--- config.mk ---
export PLATFORM = sky130hd
export DESIGN_NAME = lock_array
export DESIGN_NICKNAME = d
export VERILOG_FILES = /design/src/rtl/lockarr_pkg.sv /design/src/rtl/lockarr_chan_port.sv /design/src/rtl/lockarr_slot.sv /design/src/rtl/lock_array.sv
export SDC_FILE = /design/constraint.sdc
export NUM_CORES = 1
export LEC_CHECK = 0
export ABC_CLOCK_PERIOD_IN_PS = 2900
export BUFFER_PORTS_ARGS = -buffer_cell sky130_fd_sc_hd__buf_2
export CORE_ASPECT_RATIO = 1.4
export CORE_MARGIN = 2
export CORE_UTILIZATION = 30
export DETAILED_ROUTE_END_ITERATION = 6
export MAX_ROUTING_LAYER = met4
export SLEW_MARGIN = 5
export SYNTH_ARGS = -nofsm -noshare
export SYNTH_HDL_FRONTEND = slang
export SYNTH_HIERARCHICAL = 1
export SYNTH_SLANG_ARGS = --single-unit
--- constraint.sdc ---
create_clock -name clk -period 2.9 [get_ports clk]
set_input_delay 0.435 -clock clk [delete_from_list [all_inputs] [get_ports clk]]
set_output_delay 0.435 -clock clk [all_outputs]
set_load 0.005 [all_outputs]
--- src/rtl/lockarr_pkg.sv ---
package lockarr_pkg;
   localparam int CMD_W  = 32;
   localparam int IDX_W  = 8;
   localparam int OWN_W  = 12;
   localparam int CHID_W = 4;
   localparam logic [3:0] OP_EXT  = 4'hE;
   localparam logic [3:0] SUB_ACQ = 4'h0;
   localparam logic [3:0] SUB_REL = 4'h1;

   typedef struct packed {
      logic [CHID_W-1:0] chid;
      logic              cpu;
      logic              ch;
   } owner_t;

   function automatic logic [OWN_W-1:0] owner_word(owner_t o);
      return {o.chid, 6'b0, o.cpu, o.ch};
   endfunction
endpackage

--- src/rtl/lockarr_chan_port.sv ---
module lockarr_chan_port
   import lockarr_pkg::*;
#(
   parameter int NUM_LOCKS = 16
) (
   input  logic             clk,
   input  logic             rst_n,
   input  logic             req,
   input  logic [CMD_W-1:0] cmd,
   input  logic             gnt,
   output logic             acq,
   output logic             rel,
   output logic [IDX_W-1:0] idx,
   output logic             stall
);
   localparam logic [IDX_W:0] LIM = NUM_LOCKS[IDX_W:0];

   logic             pend_q;
   logic [IDX_W-1:0] pidx_q;
   logic             new_ok;

   always_comb begin
      new_ok = req && !pend_q && (cmd[31:28] == OP_EXT) && ({1'b0, cmd[7:0]} < LIM);
      acq    = pend_q || (new_ok && cmd[27:24] == SUB_ACQ);
      rel    = new_ok && cmd[27:24] == SUB_REL;
      idx    = pend_q ? pidx_q : cmd[7:0];
   end

   always_ff @(posedge clk) begin
      if (!rst_n) begin
         pend_q <= 1'b0;
         pidx_q <= '0;
      end else begin
         pend_q <= acq && !gnt;
         if (acq) pidx_q <= idx;
      end
   end

   assign stall = pend_q;


   pend_from_req_chk: assert property (@(posedge clk) disable iff (!rst_n)
      $rose(pend_q) |-> $past(req && cmd[31:28] == OP_EXT));
endmodule

--- src/rtl/lockarr_slot.sv ---
module lockarr_slot
   import lockarr_pkg::*;
#(
   parameter int NUM_CHAN = 8
) (
   input  logic                clk,
   input  logic                rst_n,
   input  logic                cpu_acq,
   input  logic                cpu_rel,
   input  logic [NUM_CHAN-1:0] ch_acq,
   input  logic [NUM_CHAN-1:0] ch_rel,
   output logic [NUM_CHAN-1:0] ch_gnt,
   output logic                rel_bad,
   output logic [OWN_W-1:0]    owner
);
   owner_t q, nxt;
   logic   free, found;

   always_comb begin
      free    = !q.ch && !q.cpu;
      nxt     = q;
      ch_gnt  = '0;
      rel_bad = 1'b0;
      found   = 1'b0;
      if (free) begin
         if (cpu_acq) begin
            nxt.cpu = 1'b1;
         end else begin
            for (int i = 0; i < NUM_CHAN; i++) begin
               if (ch_acq[i] && !found) begin
                  found     = 1'b1;
                  ch_gnt[i] = 1'b1;
                  nxt.ch    = 1'b1;
                  nxt.chid  = CHID_W'(i);
               end
            end
         end
      end else begin
         for (int i = 0; i < NUM_CHAN; i++)
            if (ch_acq[i] && q.ch && q.chid == CHID_W'(i)) ch_gnt[i] = 1'b1;
         if (cpu_rel && q.cpu) nxt = '0;
         for (int i = 0; i < NUM_CHAN; i++)
            if (ch_rel[i] && q.ch && q.chid == CHID_W'(i)) nxt = '0;
      end
      if (cpu_rel && !q.cpu) rel_bad = 1'b1;
      for (int i = 0; i < NUM_CHAN; i++)
         if (ch_rel[i] && !(q.ch && q.chid == CHID_W'(i))) rel_bad = 1'b1;
   end

   always_ff @(posedge clk) begin
      if (!rst_n) q <= '0;
      else        q <= nxt;
   end

   assign owner = owner_word(q);


   excl_owner_chk: assert property (@(posedge clk) disable iff (!rst_n)
      !(owner[0] && owner[1]));

   chid_range_chk: assert property (@(posedge clk) disable iff (!rst_n)
      owner[0] |-> (int'(owner[11:8]) < NUM_CHAN));

   gnt_onehot_chk: assert property (@(posedge clk) disable iff (!rst_n)
      $onehot0(ch_gnt));

   cpu_win_chk: assert property (@(posedge clk) disable iff (!rst_n)
      (owner[1:0] == 2'b00 && cpu_acq) |=> owner[1]);
endmodule

--- src/rtl/lock_array.sv ---
module lock_array
   import lockarr_pkg::*;
#(
   parameter int NUM_LOCKS = 16,
   parameter int NUM_CHAN  = 8
) (
   input  logic                      clk,
   input  logic                      rst_n,
   input  logic [NUM_CHAN-1:0]       ch_req,
   input  logic [NUM_CHAN*CMD_W-1:0] ch_cmd,
   output logic [NUM_CHAN-1:0]       ch_stall,
   input  logic                      cpu_acq,
   input  logic                      cpu_rel,
   input  logic [IDX_W-1:0]          cpu_idx,
   output logic [NUM_LOCKS*OWN_W-1:0] lock_owner,
   output logic                      rel_err
);
   localparam logic [IDX_W:0] LIM = NUM_LOCKS[IDX_W:0];

   if (NUM_LOCKS < 1 || NUM_LOCKS > 256) begin : g_bad_locks
      $error("lock_array: NUM_LOCKS must be 1..256");
   end
   if (NUM_CHAN < 1 || NUM_CHAN > 16) begin : g_bad_chan
      $error("lock_array: NUM_CHAN must be 1..16");
   end

   logic [NUM_CHAN-1:0]  c_acq, c_rel, c_gnt;
   logic [IDX_W-1:0]     c_idx [NUM_CHAN];
   logic [NUM_CHAN-1:0]  gnt_mat [NUM_LOCKS];
   logic [NUM_LOCKS-1:0] bad_vec;
   logic                 cpu_in, cpu_a, cpu_r;

   for (genvar i = 0; i < NUM_CHAN; i++) begin : g_chan
      lockarr_chan_port #(.NUM_LOCKS(NUM_LOCKS)) u_port (
         .clk   (clk),
         .rst_n (rst_n),
         .req   (ch_req[i]),
         .cmd   (ch_cmd[i*CMD_W +: CMD_W]),
         .gnt   (c_gnt[i]),
         .acq   (c_acq[i]),
         .rel   (c_rel[i]),
         .idx   (c_idx[i]),
         .stall (ch_stall[i])
      );
   end

   always_comb begin
      cpu_in = {1'b0, cpu_idx} < LIM;
      cpu_a  = cpu_acq && cpu_in;
      cpu_r  = cpu_rel && !cpu_acq && cpu_in;
   end

   for (genvar l = 0; l < NUM_LOCKS; l++) begin : g_lock
      logic [NUM_CHAN-1:0] m_acq, m_rel;
      always_comb begin
         for (int i = 0; i < NUM_CHAN; i++) begin
            m_acq[i] = c_acq[i] && (c_idx[i] == IDX_W'(l));
            m_rel[i] = c_rel[i] && (c_idx[i] == IDX_W'(l));
         end
      end
      lockarr_slot #(.NUM_CHAN(NUM_CHAN)) u_slot (
         .clk     (clk),
         .rst_n   (rst_n),
         .cpu_acq (cpu_a && cpu_idx == IDX_W'(l)),
         .cpu_rel (cpu_r && cpu_idx == IDX_W'(l)),
         .ch_acq  (m_acq),
         .ch_rel  (m_rel),
         .ch_gnt  (gnt_mat[l]),
         .rel_bad (bad_vec[l]),
         .owner   (lock_owner[l*OWN_W +: OWN_W])
      );
   end

   always_comb begin
      c_gnt = '0;
      for (int l = 0; l < NUM_LOCKS; l++) c_gnt = c_gnt | gnt_mat[l];
   end

   always_ff @(posedge clk) begin
      if (!rst_n)        rel_err <= 1'b0;
      else if (|bad_vec) rel_err <= 1'b1;
   end


   err_sticky_chk: assert property (@(posedge clk) disable iff (!rst_n)
      rel_err |=> rel_err);
endmodule

**After elaboration in Yosys (flattened, before gate mapping)**

Cells that the tools add are included.

- Bitwise logic cells: 15
- Muxes and demuxes: 1224
- Reduce and logical (&&, ||, !) cells: 1646
- Equality and inequality tests: 311
- Magnitude comparators: 9

Operator list:

| operator | count |
|---|---|
| logical AND 1 bit | 1267 |
| two-way mux 6 bit | 160 |
| two-way mux 1 bit | 880 |
| equality test 8 x 4 -> 1 bit, second input constant | 72 |
| two-way mux 4 bit | 144 |
| two-way mux 8 bit | 40 |
| zero test 1 bit | 289 |
| equality test 8 x 3 -> 1 bit, second input constant | 36 |
| equality test 4 x 3 -> 1 bit, second input constant | 64 |
| nonzero test 10 bit | 16 |
| equality test 8 x 2 -> 1 bit, second input constant | 18 |
| != test 9 x 8 -> 1 bit, second input constant | 16 |
| equality test 4 x 2 -> 1 bit, second input constant | 32 |
| bitwise OR 8 bit | 15 |
| equality test 4 x 1 -> 1 bit, second input constant | 24 |
| zero test 4 bit | 24 |
| equality test 8 x 1 -> 1 bit, second input constant | 9 |
| zero test 8 bit | 9 |
| less-than comparator 8 x 5 -> 1 bit, second input constant | 9 |
| AND reduction 3 bit | 16 |
| equality test 4 bit, second input constant | 8 |
| != test 2 x 1 -> 1 bit, second input constant | 16 |
| != test 2 bit, second input constant | 16 |
| AND reduction 2 bit | 16 |
| other kinds (2) | 9 |

- Flip-flop bits (word level): 169

**Logic depth before layout (Yosys ltp)**

- Depth after elaboration: 62
- Mapped depth: 14

**Cells and area by module**

Netlist, hierarchy kept.

By module, submodules not included:

| module | instances | sequential area each (um^2) | cells each | area each (um^2) |
|---|---|---|---|---|
| lockarr_slot | 16 | 100.1 | 101 | 709.4 |
| lockarr_chan_port | 8 | 180.2 | 51 | 533.0 |
| lock_array | 1 | 20.0 | 485 | 2396.0 |

**Least setup slack after synthesis**

OpenSTA, ideal clock, no wires.

- Path type: register to register
- Start: reg g_chan[0].u_port.pend_q
- End: reg g_chan[6].u_port.pend_q
- Required time: 2827 ps
- Setup slack: -139 ps
- Setup time: 73 ps
- Cell stages (with the launch flop): 15
- Data arrival time: 2967 ps
- Path buffers: 2
- Clock period less this slack: 3039 ps
- Cell sequence: dfxtp_1 buf_12 mux2_1 nor4_4 or3b_1 buf_2 nor2_1 nor2_1 nand2_1 nor3_1 a22oi_1 nor2b_1 nor4_1 nand4_1 nor3b_2

RTL lines:

| element | line | RTL |
|---|---|---|
| start: declaration | lockarr_chan_port.sv:18 | `logic pend_q;` |
| start signal: assignment | lockarr_chan_port.sv:34 | `pend_q <= acq && !gnt;` |
| end signal: assignment | lockarr_chan_port.sv:34 |  |
| end: declaration | lockarr_chan_port.sv:18 |  |

==> out/metrics.yaml <==
sta:
  skew_ps: 21.4
  max_freq_mhz: 303
  rsz0062_at_grt: "yes"
  slew_headroom_pct: 57.2
  setup-violations-final: 49
  hold_violations: 0
  slew_viol_final: 0
  setup-tns-final_ps: -5590
  min_period_ps: 3300
  finalWorstSetupSlack_ps: -399
  tightest_slew_ps: 634
  fin_crit_sh_pct: 114
run:
  drv_cap: 0
drt:
  first_pass_iters: 6
  drtAntennaViolNets: 0
  wl_per_cell_um: 22.3
  viasPerCell: 5.45
  drtIter0Drc: 1818
  wirelength_um: 93400
  vias: 22857
  remaining_drc_errors: 0
floorplan:
  initial_core_util_pct: 30.2
  die_y_um: 294
  coreArea_um2: 59500
  num_rows: 106
  die_w_um: 211
  die_area_um2: 62000
  ios: 477
synthesis:
  ys_seq_elements: 153
  synthCells: 2509
  yosysSeqAreaShare_pct: 17.0
  async_flop_share_pct: 0
  yosysWarnings: 6
  synth_ff_type: "dfxtp_1"
  synth_edf_count: 0
  yosysUniqueCellTypes: 52
  post_synth_main_area_contributors: "dfxtp_1 (17%), nor2_1 (8.6%), mux2i_1 (8.4%), nand2_1 (5.1%), buf_4 (4.7%)"
  syn_avg_cell_area_um2: 7.18
  synth_largest_area_cell: "dfxtp_1"
  synth_top_area_share_pct: 17.0
  synthesis.area_um2: 18000
clock_tree:
  clock_path_buffers: 2
  clkTransAtPathRegs_ps: 90
  clockRootBuffer: "clkbuf_16"
  clock_latency_ps: 500
  cts_tree: "done"
  cts-buffers-inserted: 17
  cts_max_level: 4
  cts.sinks: 153
worst_setup_path:
  path_max_fanout: 8
  slowest_stage: "dfxtp_4"
  critical_path_required_ps: 3310
  crit_top_cell: "buf_4"
  crit_type: "reg -> reg"
  cp_data_arrival_time_ps: 3710
  path_buf_inv: 5
  r2r_setup_slack_ps: -400
  cp_top_family: "simple AND/OR/NAND/NOR gates"
  startpoint_type: "flip-flop"
  critPathMaxStageDelay_ps: 380
  cp_cell_sequence: "buf_6, mux2_4, nor4_4, buf_4, or3b_4, buf_12, nor2_4, nor2_2, nand2_2, nor3_4, o21a_1, nor4_2, buf_4, nand4_1, buf_4, nor3b_2"
  critPathCaptureType: "flip-flop"
power:
  ir_worst_vdd_mv: 0.411
  p_per_area_nw_per_um2: 172
  p_sw_share_pct: 29.3
  intPower_w: 0.00347
  p_sw_w: 0.00144
  power.total_w: 0.00490
  leakage_nw: 11.7
  seqPwrFrac_pct: 42.7
  combPwrFrac_pct: 12.2
  pwr-share-clk_pct: 45.1
cells_and_area:
  final_common_cell: "buf_4"
  fin_nets: 3697
  final_layout_size_suffix_gt1_share_pct: 45.8
  final_cell_area_um2: 28500
  synthToLayoutAreaGrowth_pct: 58.1
  final_cells: 4191
  utilization_pct: 47.8
  final_cell_mix: "buf_4 (652), nor2_1 (257), buf_2 (235)"
global_routing:
  grt_pass1_vias: 22348
  grt_max_degree: 50
  antenna_found_initial: 2
  grt_pass1_wl_um: 136000
  grt_usage_pct: 30.0
  overflow: 0
placement:
  dpl.hpwl_um: 75100
  io_buffers: 236
  place.gp.congestion: 1.11
  place_inst: 4087
  placed_cell_area_um2: 24900
min_path:
  worstHoldPathType: "in -> reg"
outcome:
  violations: "setup timing"
  status: "finished with violations"
-- area by class of cell --
| class | count | area (um^2) |
|---|---|---|
| tap | 756 | 946 |
| clock inverter | 12 | 93.8 |
| fill | 5903 | 31100 |
| inverter | 88 | 330 |
| antenna | 1 | 2.50 |
| multi-input combinational | 2162 | 15800 |
| sequential | 153 | 3090 |
| clock buffer | 20 | 437 |
| timing repair buffer | 999 | 7740 |
-- layer usage --
metal / GRT usage (%) / wire [um] / vias to the layer above
li1: - / - / 10677
met1: 32.8 / 35300 / 10734
met2: 49.9 / 44000 / 1104
met3: 5.26 / 6790 / 342
met4: 20.1 / 7280 / 0
met5: - / 0 / -
-- synth_stat cells (10+ instances only) --
| library cell | count |
|---|---|
| nand2b_1 | 50 |
| a2bb2oi_1 | 16 |
| mux2_2 | 48 |
| nand4_1 | 26 |
| buf_4 | 112 |
| dfxtp_1 | 153 |
| a22oi_1 | 48 |
| nor4_1 | 67 |
| o21ai_0 | 32 |
| and4bb_1 | 16 |
| nand3_1 | 90 |
| o32ai_1 | 32 |
| or3_1 | 16 |
| nor3b_1 | 16 |
| or4_1 | 16 |
| nor4bb_1 | 16 |
| nor3_1 | 83 |
| buf_2 | 72 |
| o21bai_1 | 16 |
| a31oi_1 | 16 |
| mux2_1 | 32 |
| o22ai_1 | 80 |
| nor2b_1 | 93 |
| a221o_1 | 16 |
| conb_1 | 16 |
| nor2_1 | 412 |
| o211ai_1 | 16 |
| nor4_4 | 25 |
| clkbuf_1 | 10 |
| nor2_2 | 32 |
| o21a_1 | 32 |
| nand2_1 | 245 |
| a21o_1 | 16 |
| a21oi_1 | 96 |
| or3b_1 | 25 |
| mux2i_1 | 152 |
| inv_1 | 80 |
| and2_1 | 64 |
| nand3b_1 | 44 |
-- worst register-to-register path: stages (launching register included) --
cell,delay (ps)
dfxtp_4,380
buf_6,110
mux2_4,310
nor4_4,310
buf_4,170
or3b_4,380
buf_12,170
nor2_4,100
nor2_2,50
nand2_2,110
nor3_4,70
o21a_1,200
nor4_2,280
buf_4,190
nand4_1,100
buf_4,160
nor3b_2,140
-- power by group through the flow --
stage	sequential [W]	clock [W]	combinational [W]
floorplan	0.00215	0	0.000335
global placement	0.00215	0	0.000537
detailed placement	0.00215	0	0.000542
CTS	0.00209	0.00230	0.000575
global route	0.00209	0.00236	0.000646
finish	0.00209	0.00221	0.000598
-- through the flow --
stage / setup slack (ps) / hold WS [ps]
after floorplan: 8.84 / 428
after global placement: -1230 / 431
after detailed placement: -1230 / 437
after CTS: -318 / 331
after global routing: -521 / 375
final: -399 / 364
-- state kept, by name (all words and copies together), names as in the netlist --
register and flops:
rel_err 1, g_chan.u_port/stall 8, g_lock.u_slot/owner 80, g_chan.u_port/pidx_q 64
-- kinds of logic after synthesis --
logic type             Yosys count  share of synthesized area, %
AND/OR/NAND/NOR               1393                          43.7
other                           16                         0.333
buffers and inverters          290                          9.60
AO/OA/AOI/OAI                  425                          16.0
multiplexers                   232                          13.4
flip-flops                     153                          17.0
-- final timing paths --
kind	start	to	cells after the start
min	ch_cmd[39]	g_chan[1].u_port/pidx_q[7]	4
max	g_chan[1].u_port/stall	g_chan[4].u_port/stall	16
max reg2reg	g_chan[1].u_port/stall	g_chan[4].u_port/stall	16
min reg2reg	g_chan[5].u_port/pidx_q[4]	g_chan[5].u_port/pidx_q[4]	1
-- repair_timing --
action / in CTS / in global routing
resized for setup: 334 / 276
pin swaps: 139 / 127
hold buffers: 0 / 0
setup endpoints to repair: 85 / 87
setup buffers: 51 / 38
(Power assumes the default switching activity.)
